### src/rtl/psg_pkg.sv
package psg_pkg;
  localparam int OP_W = 4;

  localparam logic [OP_W-1:0] OP_PROG   = 4'd1;
  localparam logic [OP_W-1:0] OP_SERASE = 4'd2;
  localparam logic [OP_W-1:0] OP_CHIP   = 4'd3;
  localparam logic [OP_W-1:0] OP_READ   = 4'd4;
  localparam logic [OP_W-1:0] OP_VERIFY = 4'd5;
  localparam logic [OP_W-1:0] OP_DIS    = 4'd6;
  localparam logic [OP_W-1:0] OP_ERRCLR = 4'd7;
  localparam logic [OP_W-1:0] OP_EXTON  = 4'd8;
  localparam logic [OP_W-1:0] OP_ODRAIN = 4'd9;
  localparam logic [OP_W-1:0] OP_PPULL  = 4'd10;

  function automatic logic op_known(input logic [OP_W-1:0] op);
    return (op >= OP_PROG) && (op <= OP_PPULL);
  endfunction

  // array access that the security state locks out
  function automatic logic op_locked(input logic [OP_W-1:0] op);
    return (op == OP_PROG) || (op == OP_SERASE) || (op == OP_READ) || (op == OP_VERIFY);
  endfunction

  function automatic logic admit(input logic [OP_W-1:0] op, input logic secure,
                                 input logic prot_hit, input logic live);
    return live && op_known(op) && !(secure && op_locked(op))
           && !((op == OP_SERASE) && prot_hit);
  endfunction
endpackage

### src/rtl/psg_cmd_gate.sv
module psg_cmd_gate
  import psg_pkg::*;
#(
  parameter int NSEC  = 8,
  parameter int SEC_W = 3
) (
  input  logic             clk,
  input  logic             rst_n,
  input  logic             cfg_secure,
  input  logic             port_live,
  input  logic             cmd_valid,
  input  logic [OP_W-1:0]  cmd_op,
  input  logic [SEC_W-1:0] cmd_sector,
  input  logic [NSEC-1:0]  sector_prot,
  output logic             take_now,
  output logic             secure_q,
  output logic             cmd_accept,
  output logic             cmd_reject
);
  logic prot_hit;
  logic ok;

  assign prot_hit = sector_prot[cmd_sector];
  assign ok       = admit(cmd_op, secure_q, prot_hit, port_live);
  assign take_now = cmd_valid && ok;

  always_ff @(posedge clk) begin
    if (!rst_n) begin
      secure_q   <= cfg_secure;
      cmd_accept <= 1'b0;
      cmd_reject <= 1'b0;
    end else begin
      cmd_accept <= take_now;
      cmd_reject <= cmd_valid && !ok;
      if (take_now && (cmd_op == OP_CHIP)) secure_q <= 1'b0;
    end
  end
endmodule

### src/rtl/psg_err_track.sv
module psg_err_track (
  input  logic clk,
  input  logic rst_n,
  input  logic fail_evt,
  input  logic clr_cmd,
  input  logic dis_cmd,
  input  logic rst_rise,
  output logic rst_clr,
  output logic err_q
);
  logic armed_q;

  assign rst_clr = rst_rise && armed_q;

  always_ff @(posedge clk) begin
    if (!rst_n) begin
      err_q   <= 1'b0;
      armed_q <= 1'b0;
    end else begin
      if (fail_evt)                err_q <= 1'b1;
      else if (clr_cmd || rst_clr) err_q <= 1'b0;
      if (dis_cmd)      armed_q <= 1'b1;
      else if (rst_clr) armed_q <= 1'b0;
    end
  end
endmodule

### src/rtl/psg_pin_drv.sv
module psg_pin_drv (
  input  logic ext_on,
  input  logic od_mode,
  input  logic level,
  output logic pin,
  output logic oe
);
  assign pin = level;
  assign oe  = ext_on && (!od_mode || !level);
endmodule

### src/rtl/prog_port_guard.sv
module prog_port_guard
  import psg_pkg::*;
#(
  parameter int NSEC = 8,
  localparam int SEC_W = (NSEC > 1) ? $clog2(NSEC) : 1
) (
  input  logic             clk,
  input  logic             rst_n,
  input  logic             cfg_secure,
  input  logic             pins_dedicated,
  input  logic             port_en,
  input  logic             dev_reset,
  input  logic             cmd_valid,
  input  logic [3:0]       cmd_op,
  input  logic [SEC_W-1:0] cmd_sector,
  input  logic [NSEC-1:0]  sector_prot,
  input  logic             array_busy,
  input  logic             sec_write_busy,
  input  logic             array_fail,
  output logic             cmd_accept,
  output logic             cmd_reject,
  output logic             op_abort,
  output logic             stat_rdy,
  output logic             stat_rdy_oe,
  output logic             stat_err,
  output logic             stat_err_oe
);
  localparam int NPIN = 2;

  logic port_live, take_now, secure_q, err_q, rst_clr;
  logic drst_q, rst_rise;
  logic ev_clr, ev_dis, ev_exton, ev_od, ev_pp;
  logic ext_q, od_q;
  logic [NPIN-1:0] lvl, pin, oe;

  assign port_live = pins_dedicated || (port_en && !dev_reset);
  assign rst_rise  = dev_reset && !drst_q;
  assign op_abort  = rst_rise && !pins_dedicated && array_busy;

  assign ev_clr   = take_now && (cmd_op == OP_ERRCLR);
  assign ev_dis   = take_now && (cmd_op == OP_DIS);
  assign ev_exton = take_now && (cmd_op == OP_EXTON);
  assign ev_od    = take_now && (cmd_op == OP_ODRAIN);
  assign ev_pp    = take_now && (cmd_op == OP_PPULL);

  psg_cmd_gate #(.NSEC(NSEC), .SEC_W(SEC_W)) u_gate (
    .clk(clk), .rst_n(rst_n), .cfg_secure(cfg_secure), .port_live(port_live),
    .cmd_valid(cmd_valid), .cmd_op(cmd_op), .cmd_sector(cmd_sector),
    .sector_prot(sector_prot), .take_now(take_now), .secure_q(secure_q),
    .cmd_accept(cmd_accept), .cmd_reject(cmd_reject)
  );

  psg_err_track u_err (
    .clk(clk), .rst_n(rst_n), .fail_evt(array_fail), .clr_cmd(ev_clr),
    .dis_cmd(ev_dis), .rst_rise(rst_rise), .rst_clr(rst_clr), .err_q(err_q)
  );

  always_ff @(posedge clk) begin
    if (!rst_n) begin
      drst_q <= 1'b0;
      ext_q  <= 1'b0;
      od_q   <= 1'b0;
    end else begin
      drst_q <= dev_reset;
      if (ev_exton) ext_q <= 1'b1;
      if (ev_od)      od_q <= 1'b1;
      else if (ev_pp) od_q <= 1'b0;
    end
  end

  assign lvl[0] = !(array_busy || sec_write_busy);
  assign lvl[1] = !err_q;

  for (genvar g = 0; g < NPIN; g++) begin : g_pin
    psg_pin_drv u_drv (.ext_on(ext_q), .od_mode(od_q), .level(lvl[g]),
                       .pin(pin[g]), .oe(oe[g]));
  end

  assign stat_rdy    = pin[0];
  assign stat_rdy_oe = oe[0];
  assign stat_err    = pin[1];
  assign stat_err_oe = oe[1];
endmodule

### config.mk
export PLATFORM = sky130hd
export DESIGN_NAME = prog_port_guard
export DESIGN_NICKNAME = d
export VERILOG_FILES = /design/src/rtl/psg_pkg.sv /design/src/rtl/psg_cmd_gate.sv /design/src/rtl/psg_err_track.sv /design/src/rtl/psg_pin_drv.sv /design/src/rtl/prog_port_guard.sv
export SDC_FILE = /design/constraint.sdc
export NUM_CORES = 1
export LEC_CHECK = 0
export BUFFER_PORTS_ARGS = -buffer_cell sky130_fd_sc_hd__clkbuf_2
export CAP_MARGIN = 10
export CORE_AREA = 2 2 39 41
export CTS_CLUSTER_DIAMETER = 50
export CTS_CLUSTER_SIZE = 10
export DETAILED_ROUTE_END_ITERATION = 16
export DIE_AREA = 0 0 41 43
export GPL_TIMING_DRIVEN = 0
export HOLD_SLACK_MARGIN = 0.15
export PLACE_DENSITY = 0.72
export SETUP_SLACK_MARGIN = 0.05
export SLEW_MARGIN = 15
export SYNTH_ARGS = -nofsm -noshare
export SYNTH_HDL_FRONTEND = slang
export SYNTH_SLANG_ARGS = --single-unit
### constraint.sdc
create_clock -name clk -period 3 [get_ports clk]
set_input_delay 0.15 -clock clk [delete_from_list [all_inputs] [get_ports clk]]
set_output_delay 0.15 -clock clk [all_outputs]
set_load 0.1 [all_outputs]
* After elaboration in Yosys (flattened, before gate mapping) *
Index checks and enable logic that the tools add are counted.
W data, S select, Z words.

storage, ports and cells
  register bits = 8
  output and inout port bits = 7
  logic and storage cells = 73

operators by class
  magnitude comparators = 3
  equal/unequal tests = 11
  mux-type cells = 10
  reductions and logical operators = 41

operators with widths
  operator              count
  $logic_and A1 B1 Y1   21
  $eq A4 B3 Y1 const B  4
  $eq A4 B4 Y1 const B  3
  $logic_not A1 Y1      9
  $mux W1               9
  $eq A4 B2 Y1 const B  2
  $logic_or A1 B1 Y1    8
  $reduce_bool A2 Y1    3
  $eq A4 B1 Y1 const B  1
  $ge A4 B1 Y1 const B  1
  $le A4 B4 Y1 const B  1
  $lt A3 B4 Y1 const B  1
  $bmux W1 S3           1
  $ne A2 B1 Y1 const B  1

* Depth between registers and ports, before layout *
  word-level depth = 13
  mapped depth = 4
  mapped depth without buffers = 4

* Modules after synthesis *
From an unflattened synthesis, not the netlist that was laid out.

second synthesis, totals
  cells, all modules = 58
  area total of the unflattened synthesis = 545.5 µm²

by module, submodules not included
  module           instances  cells each  area an instance (µm²)  sequential area each (µm²)
  psg_cmd_gate     1          26          249.0                   70.1
  prog_port_guard  1          21          173.9                   60.1
  psg_err_track    1          7           85.1                    40.0
  psg_pin_drv      2          2           18.8                    0.0

* Worst setup path before layout *
OpenSTA, ideal clock, no wires.

  kind = register to output
  start = register drst_q
  end = output port op_abort
  arrival time = 3.442 ns
  required time = 2.850 ns
  slack = -0.592 ns
  cell stages (with the launch flop) = 2
  buffers on the path = 0
  path through = dfxtp_1 nor4b_1

between the ends
  cells in the longest elaborated chain, start to end = 4

RTL lines
  what                              line                   text
  start: declaration                prog_port_guard.sv:31  logic drst_q, rst_rise;
  start signal: assignment          prog_port_guard.sv:64  drst_q <= dev_reset;
  $logic_not A1 Y1                  prog_port_guard.sv:37  assign rst_rise = dev_reset && !drst_q;
  $logic_and A1 B1 Y1               prog_port_guard.sv:37
  $logic_and A1 B1 Y1 (2 in a row)  prog_port_guard.sv:38  assign op_abort = rst_rise && !pins_dedicated && array_busy;
  end: declaration                  prog_port_guard.sv:22  output logic op_abort,

Every way passes these cells.

* Final worst setup path *
Ends and elaborated chain as after synthesis.

==> metrics.txt <==
status complete, no violations; Clock transition at path regs 0.07 ns; Worst path max stage delay 0.49 ns; Seq/Total Area, Yosys 34.3%; Synth Area in Simple Gates 26.2%; DIE AREA 1760 sq um; main combinational cell family by area after synthesis simple AND/OR/NAND/NOR gates; Slew Limit Fails 0; area grow syn2layout 44.3%; HPWL Detailed 1.01 mm; Slew headroom 63.8%; WL per Instance 11.1 um; global-route wire length before repair 1.97 mm; CTS tree yes; PortBufs 31; top-area cell type share of the netlist area 28.2%; worst min path class in -> reg; Compound-Gate Fraction of Synth Area 24.7%; clk_lat worst skew 0.25 ns; Crit Path Category reg -> out; Design Area, Final 717 sq um; drt first pass iters 5; setup ws final 1.53 ns; share of layout cells above drive strength 1 47.3%; Max-cap violations 0; synthesized instance count 55; P per Cell Area 412 nW/um^2; commonest non-fill, non-tap cells in the layout clkbuf_2 (31), dfxtp_1 (7), inv_1 (5), o21ai_0 (5), nand2_1 (4); final setup fails 0; Max Clock Freq 680 MHz; diode count 0; synth top area cells dfxtp_1 (28%), edfxtp_1 (6.0%), o21ai_0 (5.0%); Hold WS 0.158 ns; XOR/XNOR Fraction of Synth Area 0%; syn_area_per_cell 9.03 sq um; fraction of the mapped netlist area in adder cells 2.27%; hold_buf cts 1; most common cell after layout, fill and taps aside clkbuf_2; vias per std cell 5.09; CTS H-tree lvls 1; antenna violations before repair 0; Yosys reg bits 8; Peak VDD IR 0.000195 V; gp weighted congestion 0.825; unrepaired setup endpoints after global routing false; WP data arrival 1.32 ns; DP Area 681 sq um; IO Count 32; setup_tns 0 ns; Routed WL 1.19 mm; num rows 14; CTS buffer count 3; via count of the first global-routing pass 496; final hold vios 0; GRT Residual Overflow 0; largest net degree at the start of global routing 8; via count 545; Clock Sinks 8; CP endpoint kind output pin; Place WS 1.72 ns; mux cell area share after synthesis 8.82%; Synth Warn # 0; biggest area consumer among synthesized cells dfxtp_1; Final min period 1.47 ns; CP max-delay cell clkbuf_2; Pleak 0.336 nW; DRT iter0 DRCs 9; Clock Skews 0.00697 ns; die width 41 um; Util after Layout 51.8%; root buffer cell clkbuf_4; initial core utilization 35.9%; Worst Max-Slew Pin Slew 0.545 ns; syn nets 80; CP max FO 3; nets@finish 117; Global Route Usage Sum 15.5%; startpoint types register; Distinct cells, synth 27; Worst EP required 2.85 ns; detailed-route DRC error count 0; r2r setup slk 1.84 ns; Post-CTS Setup Repair Bufs 0; Routed Antenna Nets 0; Die H 43 um; CTS max path bufs 2; Fill cells 140; core footprint 1380 sq um; crit-path cells nor4b_2 > clkbuf_2; post-synthesis cell area 497 sq um; final worst path period share 49.0%; post-cts gate resize count 0
[critical path: cells and delay by family (launching register included)]
family	cells	cell delay (ns)
buffers and inverters	1	0.49
AND/OR/NAND/NOR	1	0.25
flip-flops	1	0.32
[cell type report]
type | instances | area (sq um) | area share (%)
Clock buffer | 4 | 26.3 | 3.66
Tap cell | 16 | 20.0 | 2.79
Timing Repair Buffer | 32 | 165 | 23.0
Multi-Input combinational cell | 42 | 317 | 44.2
Sequential cell | 8 | 170 | 23.7
Inverter | 5 | 18.8 | 2.62
[report_power, final]
group / leakage [nW] / switching (W) / total (W) / internal, W
Combinational: 0.254 / 0.0000545 / 0.0000852 / 0.0000307
Clock: 0.0150 / 0.0000427 / 0.0000938 / 0.0000511
Sequential: 0.0671 / 0.00000253 / 0.000116 / 0.000114
Total: 0.336 / 0.0000998 / 0.000295 / 0.000196
[state kept, by name, indices dropped and copies added (netlist names)]
signal,flops
u_gate.cmd_accept,1
drst_q,1
u_gate.secure_q,1
u_err.err_q,1
ext_q,1
u_err.armed_q,1
od_q,1
u_gate.cmd_reject,1
[logic make-up after synthesis]
kind of cell,count (synthesis)
fa+ha+maj,1
flops,8
buf+inv,5
compound gates,18
mux,3
simple gates,20
[per-layer routing]
metal	track usage [%]	up-vias	wire length (um)
li1	-	281	-
met1	21.7	249	522
met2	23.4	15	614
met3	1.57	0	55
met4	6.00	0	0
met5	0	-	0
[cell usage after synthesis, drive strengths merged]
cell type and instances:
dfxtp 7, inv 5, o21ai 5, nand2 4, nor2 4, a21boi 3
nor2b 3, a31oi 2, a41oi 2, nand3b 2, o211ai 2, o21a 2
a21oi 1, and4 1, edfxtp 1, maj3 1, mux2 1, mux2i 1
mux4 1, nand2b 1, nand3 1, nor4b 1, o311a 1, or2 1
or3 1, or4b 1
[through the flow]
step	total power (W)	cells
floorplan	0.000173	55
global placement	0.000202	102
detailed placement	0.000203	102
CTS	0.000297	107
global route	0.000308	107
finish	0.000295	107
[path summary, 6_finish.rpt]
check	from	to	cells past startpoint
min	cmd_valid	u_gate.cmd_reject	3
max	drst_q	op_abort	2
max reg2reg	u_gate.secure_q	u_gate.cmd_accept	3
min reg2reg	u_err.armed_q	u_err.armed_q	2
No activity file was read; power rests on OpenSTA's default activity.
